### src/rtl/pwr_fail_monitor.sv
module pwr_fail_monitor #(
  parameter int SYNC_STAGES = 2
) (
  input  logic       clk_aon,
  input  logic       rst_bat_n,
  input  logic       pg_main_in,
  input  logic       pg_vreg_in,
  input  logic       rsm_rst_n_in,
  input  logic       policy_stay_off,
  input  logic       flag_clr,
  input  logic       bat_low_in,
  input  logic [1:0] slp_state,
  input  logic       wake_req_in,
  input  logic       smi_ack,
  output logic       cpu_pg_out,
  output logic       wake_req_out,
  output logic       reboot_req,
  output logic       pg_fail_flag,
  output logic       smi_req
);

  localparam int LAST = SYNC_STAGES - 1;

  logic [LAST:0] main_sh, rsm_sh, bat_sh;
  logic main_s, rsm_s, bat_s;
  logic main_prev, bat_prev, full_q;
  logic main_rise, full_now, pg_only, boot_now, bat_rise, in_s0;

  always_ff @(posedge clk_aon or negedge rst_bat_n) begin
    if (!rst_bat_n) begin
      main_sh <= '0;
      rsm_sh  <= '0;
      bat_sh  <= '0;
    end else begin
      main_sh <= {main_sh[LAST-1:0], pg_main_in};
      rsm_sh  <= {rsm_sh[LAST-1:0], rsm_rst_n_in};
      bat_sh  <= {bat_sh[LAST-1:0], bat_low_in};
    end
  end

  assign main_s = main_sh[LAST];
  assign rsm_s  = rsm_sh[LAST];
  assign bat_s  = bat_sh[LAST];

  assign cpu_pg_out   = pg_main_in & pg_vreg_in;
  assign in_s0        = (slp_state == 2'd0);
  assign wake_req_out = wake_req_in & ~(bat_s & ~in_s0);

  assign main_rise = main_s & ~main_prev;
  assign full_now  = full_q | ~rsm_s;
  assign pg_only   = main_rise & ~full_now;
  assign boot_now  = main_rise & (~full_now | ~policy_stay_off);
  assign bat_rise  = bat_s & ~bat_prev;

  always_ff @(posedge clk_aon or negedge rst_bat_n) begin
    if (!rst_bat_n) begin
      main_prev    <= 1'b0;
      bat_prev     <= 1'b0;
      full_q       <= 1'b1;
      reboot_req   <= 1'b0;
      pg_fail_flag <= 1'b0;
      smi_req      <= 1'b0;
    end else begin
      main_prev    <= main_s;
      bat_prev     <= bat_s;
      if (!main_s) full_q <= main_prev ? ~rsm_s : full_now;
      else         full_q <= 1'b0;
      reboot_req   <= boot_now;
      pg_fail_flag <= pg_only | (pg_fail_flag & ~flag_clr);
      smi_req      <= (bat_rise & in_s0) | (smi_req & ~smi_ack);
    end
  end

  assert_pulse_single_R2: assert property (@(posedge clk_aon) disable iff (!rst_bat_n)
    reboot_req |=> !reboot_req);

  assert_reboot_on_rise_R2: assert property (@(posedge clk_aon) disable iff (!rst_bat_n)
    reboot_req |-> main_prev);

  assert_flag_with_reboot_R3: assert property (@(posedge clk_aon) disable iff (!rst_bat_n)
    $rose(pg_fail_flag) |-> reboot_req);

  assert_stay_off_only_pg_R4: assert property (@(posedge clk_aon) disable iff (!rst_bat_n)
    (reboot_req && $past(policy_stay_off)) |-> pg_fail_flag);

  assert_clear_works_R6: assert property (@(posedge clk_aon) disable iff (!rst_bat_n)
    flag_clr |=> (!pg_fail_flag || reboot_req));

  assert_smi_holds_R8: assert property (@(posedge clk_aon) disable iff (!rst_bat_n)
    (smi_req && !smi_ack) |=> smi_req);

endmodule

### config.mk
export PLATFORM = sky130hd
export DESIGN_NAME = pwr_fail_monitor
export DESIGN_NICKNAME = d
export VERILOG_FILES = /design/src/rtl/pwr_fail_monitor.sv
export SDC_FILE = /design/constraint.sdc
export NUM_CORES = 1
export LEC_CHECK = 0
export BUFFER_PORTS_ARGS = -buffer_cell sky130_fd_sc_hd__buf_2
export CAP_MARGIN = 20
export CORE_AREA = 10 10 47 49
export DETAILED_ROUTE_END_ITERATION = 16
export DIE_AREA = 0 0 57 59
export GPL_TIMING_DRIVEN = 0
export PLACE_DENSITY = 0.54
export SLEW_MARGIN = 20
export SYNTH_ARGS = -nofsm -noshare
export SYNTH_HDL_FRONTEND = slang
export SYNTH_SLANG_ARGS = --single-unit
### constraint.sdc
create_clock -name clk_aon -period 2.1 [get_ports clk_aon]
set_input_delay 0.21 -clock clk_aon [delete_from_list [all_inputs] [get_ports clk_aon]]
set_output_delay 0.21 -clock clk_aon [all_outputs]
set_load 0.005 [all_outputs]
==> flow_summary.toml <==
[global_routing]
grt_usage = 0.04414
antenna_found_initial = 0
grt_start_max_net_pins = 13
grt_pass1_wl_um = 1173
grt.overflow.total = 0
grt_pass1_vias = 301

[yosys]
yosys_warnings = 0
synth.avg_cell_area_um2 = 15.06
muxShareOfSynthArea = 0
synth_compound_area_frac = 0.06977
synth_seq_cells = 12
netlist_instances = 25
synthAdderAreaFrac = 0
ys_seq_area_frac = 0.8007
synth_area_um2 = 376.6
synth-simple-area-share = 0.1096
yosysUniqueCellTypes = 9
yosys.area_share.xor_xnor = 0
synth_top_family_by_area = "simple AND/OR/NAND/NOR gates"
synth_nets = 37

[setup_path]
cp_slowest_cell = "dfrtp_1"
crit_path_max_incr_delay_ns = 0.36
start_kind = "register"
r2r_cells = 2
worst-setup-path-type = "reg -> out"
worstPathArrival_ns = 0.96
timing.rr.start = "bat_prev$_DFF_PN0_"
cp_cell_sequence = "o21ai_0 > and2_1 > buf_2"
r2r_end = "smi_req$_DFF_PN0_"
critPathCaptureType = "output pin"
r2r_setup_slack_ns = 1.09
cp_max_fo = 3
cp.required_ns = 1.89

[timing]
setup_viol = 0
hold_slack_ns = 0.04736
rsz0062_at_grt = "no"
setup_ws_ns = 0.9301
finalSetupTns_ns = 0
fmax_mhz = 854.8
post-route-min-period_ns = 1.170
drv_slew = 0
timing.final.crit_share = 0.5571
slew_headroom = 0.8252
finClkSkew_ns = 0.001242
finalHoldViolCount = 0
tightest_slew_ns = 0.2622

[die]
die_area_mm2 = 0.003363
num_io_pins = 17
die_x_um = 57
num_rows = 14
start_util = 0.2687
fp.dieH_um = 59
coreArea_mm2 = 0.001401

[route]
drt-initial-drc-count = 0
ant_nets = 0
route.detailed.drc = 0
drt_wl_total_um = 649
avgRoutedWirePerCell_um = 10.47
vias = 249
via_per_inst = 4.016
first_pass_iters = 1

[cts]
cts_buffer_depth = 2
cts_tree = "done"
post_cts_buffers = 0
cts_root_buf = "clkbuf_4"
insertion_delay_ns = 0.26
htree_levels = 1
path_clk_slew_ns = 0.07
cts_sinks = 12
numCtsBuffers = 3

[pwr]
fin_total_pwr_w = 0.0004551
ir_worst_vdd_uv = 318.1
p_leak_nw = 0.2620
power_density_mw_per_mm2 = 870.1

[run]
max_cap_viol_count = 0

[finish]
num-fill-cells = 159
nets = 59
area_growth_pct = 38.87
diodes = 0
finish.utilization = 0.3732
drive_gt1_frac = 0.4565

[placement]
io_buffer_count = 16
pre_cts_ws_ns = 1.109
place.gp.congestion = 0.5652

[worst_hold_path]
holdCritStartpoint = "bat_low_in"
min_to = "bat_sh[0]$_DFF_PN0_"
holdPathStages = 1
hp-class = "in -> reg"

[run_status]
run_status = "finished clean"
[critical path, delay by kind of cell (launching register included)]
| kind | cells | cell delay [ns] |
|---|---|---|
| DFF | 1 | 0.36 |
| and+or+nand+nor | 1 | 0.15 |
| buffers and inverters | 1 | 0.12 |
| AOI/OAI and AO/OA | 1 | 0.07 |
[power by group]
| part | total [W] | switching, W | internal, W |
|---|---|---|---|
| clock | 0.000176 | 0.0000708 | 0.000105 |
| combinational | 0.0000303 | 0.0000132 | 0.0000171 |
| sequential | 0.000249 | 0.00000457 | 0.000244 |
[registers in the layout, summed over array words and instances (netlist names)]
signal,count
main_sh,2
bat_prev,1
reboot_req,1
main_prev,1
full_q,1
pg_fail_flag,1
smi_req,1
rsm_sh,2
bat_sh,2
[layout make-up]
cell class / instances / area (um2) / area share
well taps: 16 / 20.02 / 0.03828
inverters: 2 / 7.507 / 0.01435
flip-flops and latches: 12 / 301.5 / 0.5766
clock buffers: 4 / 36.28 / 0.06938
repair buffers: 17 / 90.09 / 0.1722
multi-input cells: 11 / 67.56 / 0.1292
[cells in the final DEF (no fill, tap or decap), drive strengths merged]
master       synthesis  routed
dlygate4sd3          0       1
o22ai                1       1
and2                 2       2
buf                  0      16
clkbuf               0       4
nand2b               3       3
or4b                 1       1
a21oi                2       2
inv                  2       2
dfrtp               11      11
o21ai                2       2
dfstp                1       1
[worst max path at each step]
stage                                    to  slack (ns)                 from  cells past startpoint
after floorplan           smi_req$_DFF_PN0_        1.13   bat_prev$_DFF_PN0_                      2
after global placement    smi_req$_DFF_PN0_        1.11   bat_prev$_DFF_PN0_                      2
after detailed placement  smi_req$_DFF_PN0_        1.11   bat_prev$_DFF_PN0_                      2
after CTS                      wake_req_out        0.91  bat_sh[1]$_DFF_PN0_                      3
after global routing           wake_req_out        0.85  bat_sh[1]$_DFF_PN0_                      3
final                          wake_req_out        0.93  bat_sh[1]$_DFF_PN0_                      3
[synth_stat cells]
master	number	share of area
or4b_1	1	0.027
dfstp_2	1	0.070
nand2b_1	3	0.050
o22ai_1	1	0.017
dfrtp_1	11	0.73
inv_1	2	0.020
and2_1	2	0.033
o21ai_0	2	0.027
a21oi_1	2	0.027
[through the flow]
step	std cells	area, um2
finish	62	523.0
global route	62	523.0
CTS	62	523.0
detailed placement	57	476.7
global placement	57	476.7
floorplan	25	376.6
[what timing repair did]
action,4_1_cts,5_1_grt
resized for setup,0,0
hold endpoints to repair,11,0
hold buffers,1,0
[cells by family after synthesis]
kind of cell,Yosys count
flops,12
simple gates,6
compound gates,5
buf+inv,2
[per-layer routing]
metal  GRT usage  up-vias  part of all wire
met1     0.04289      116              0.39
met2     0.07132        9              0.52
met5           0        -                 0
met4     0.02013        0                 0
li1            -      124                 -
met3     0.03004        0             0.079
(Power assumes the default switching activity.)
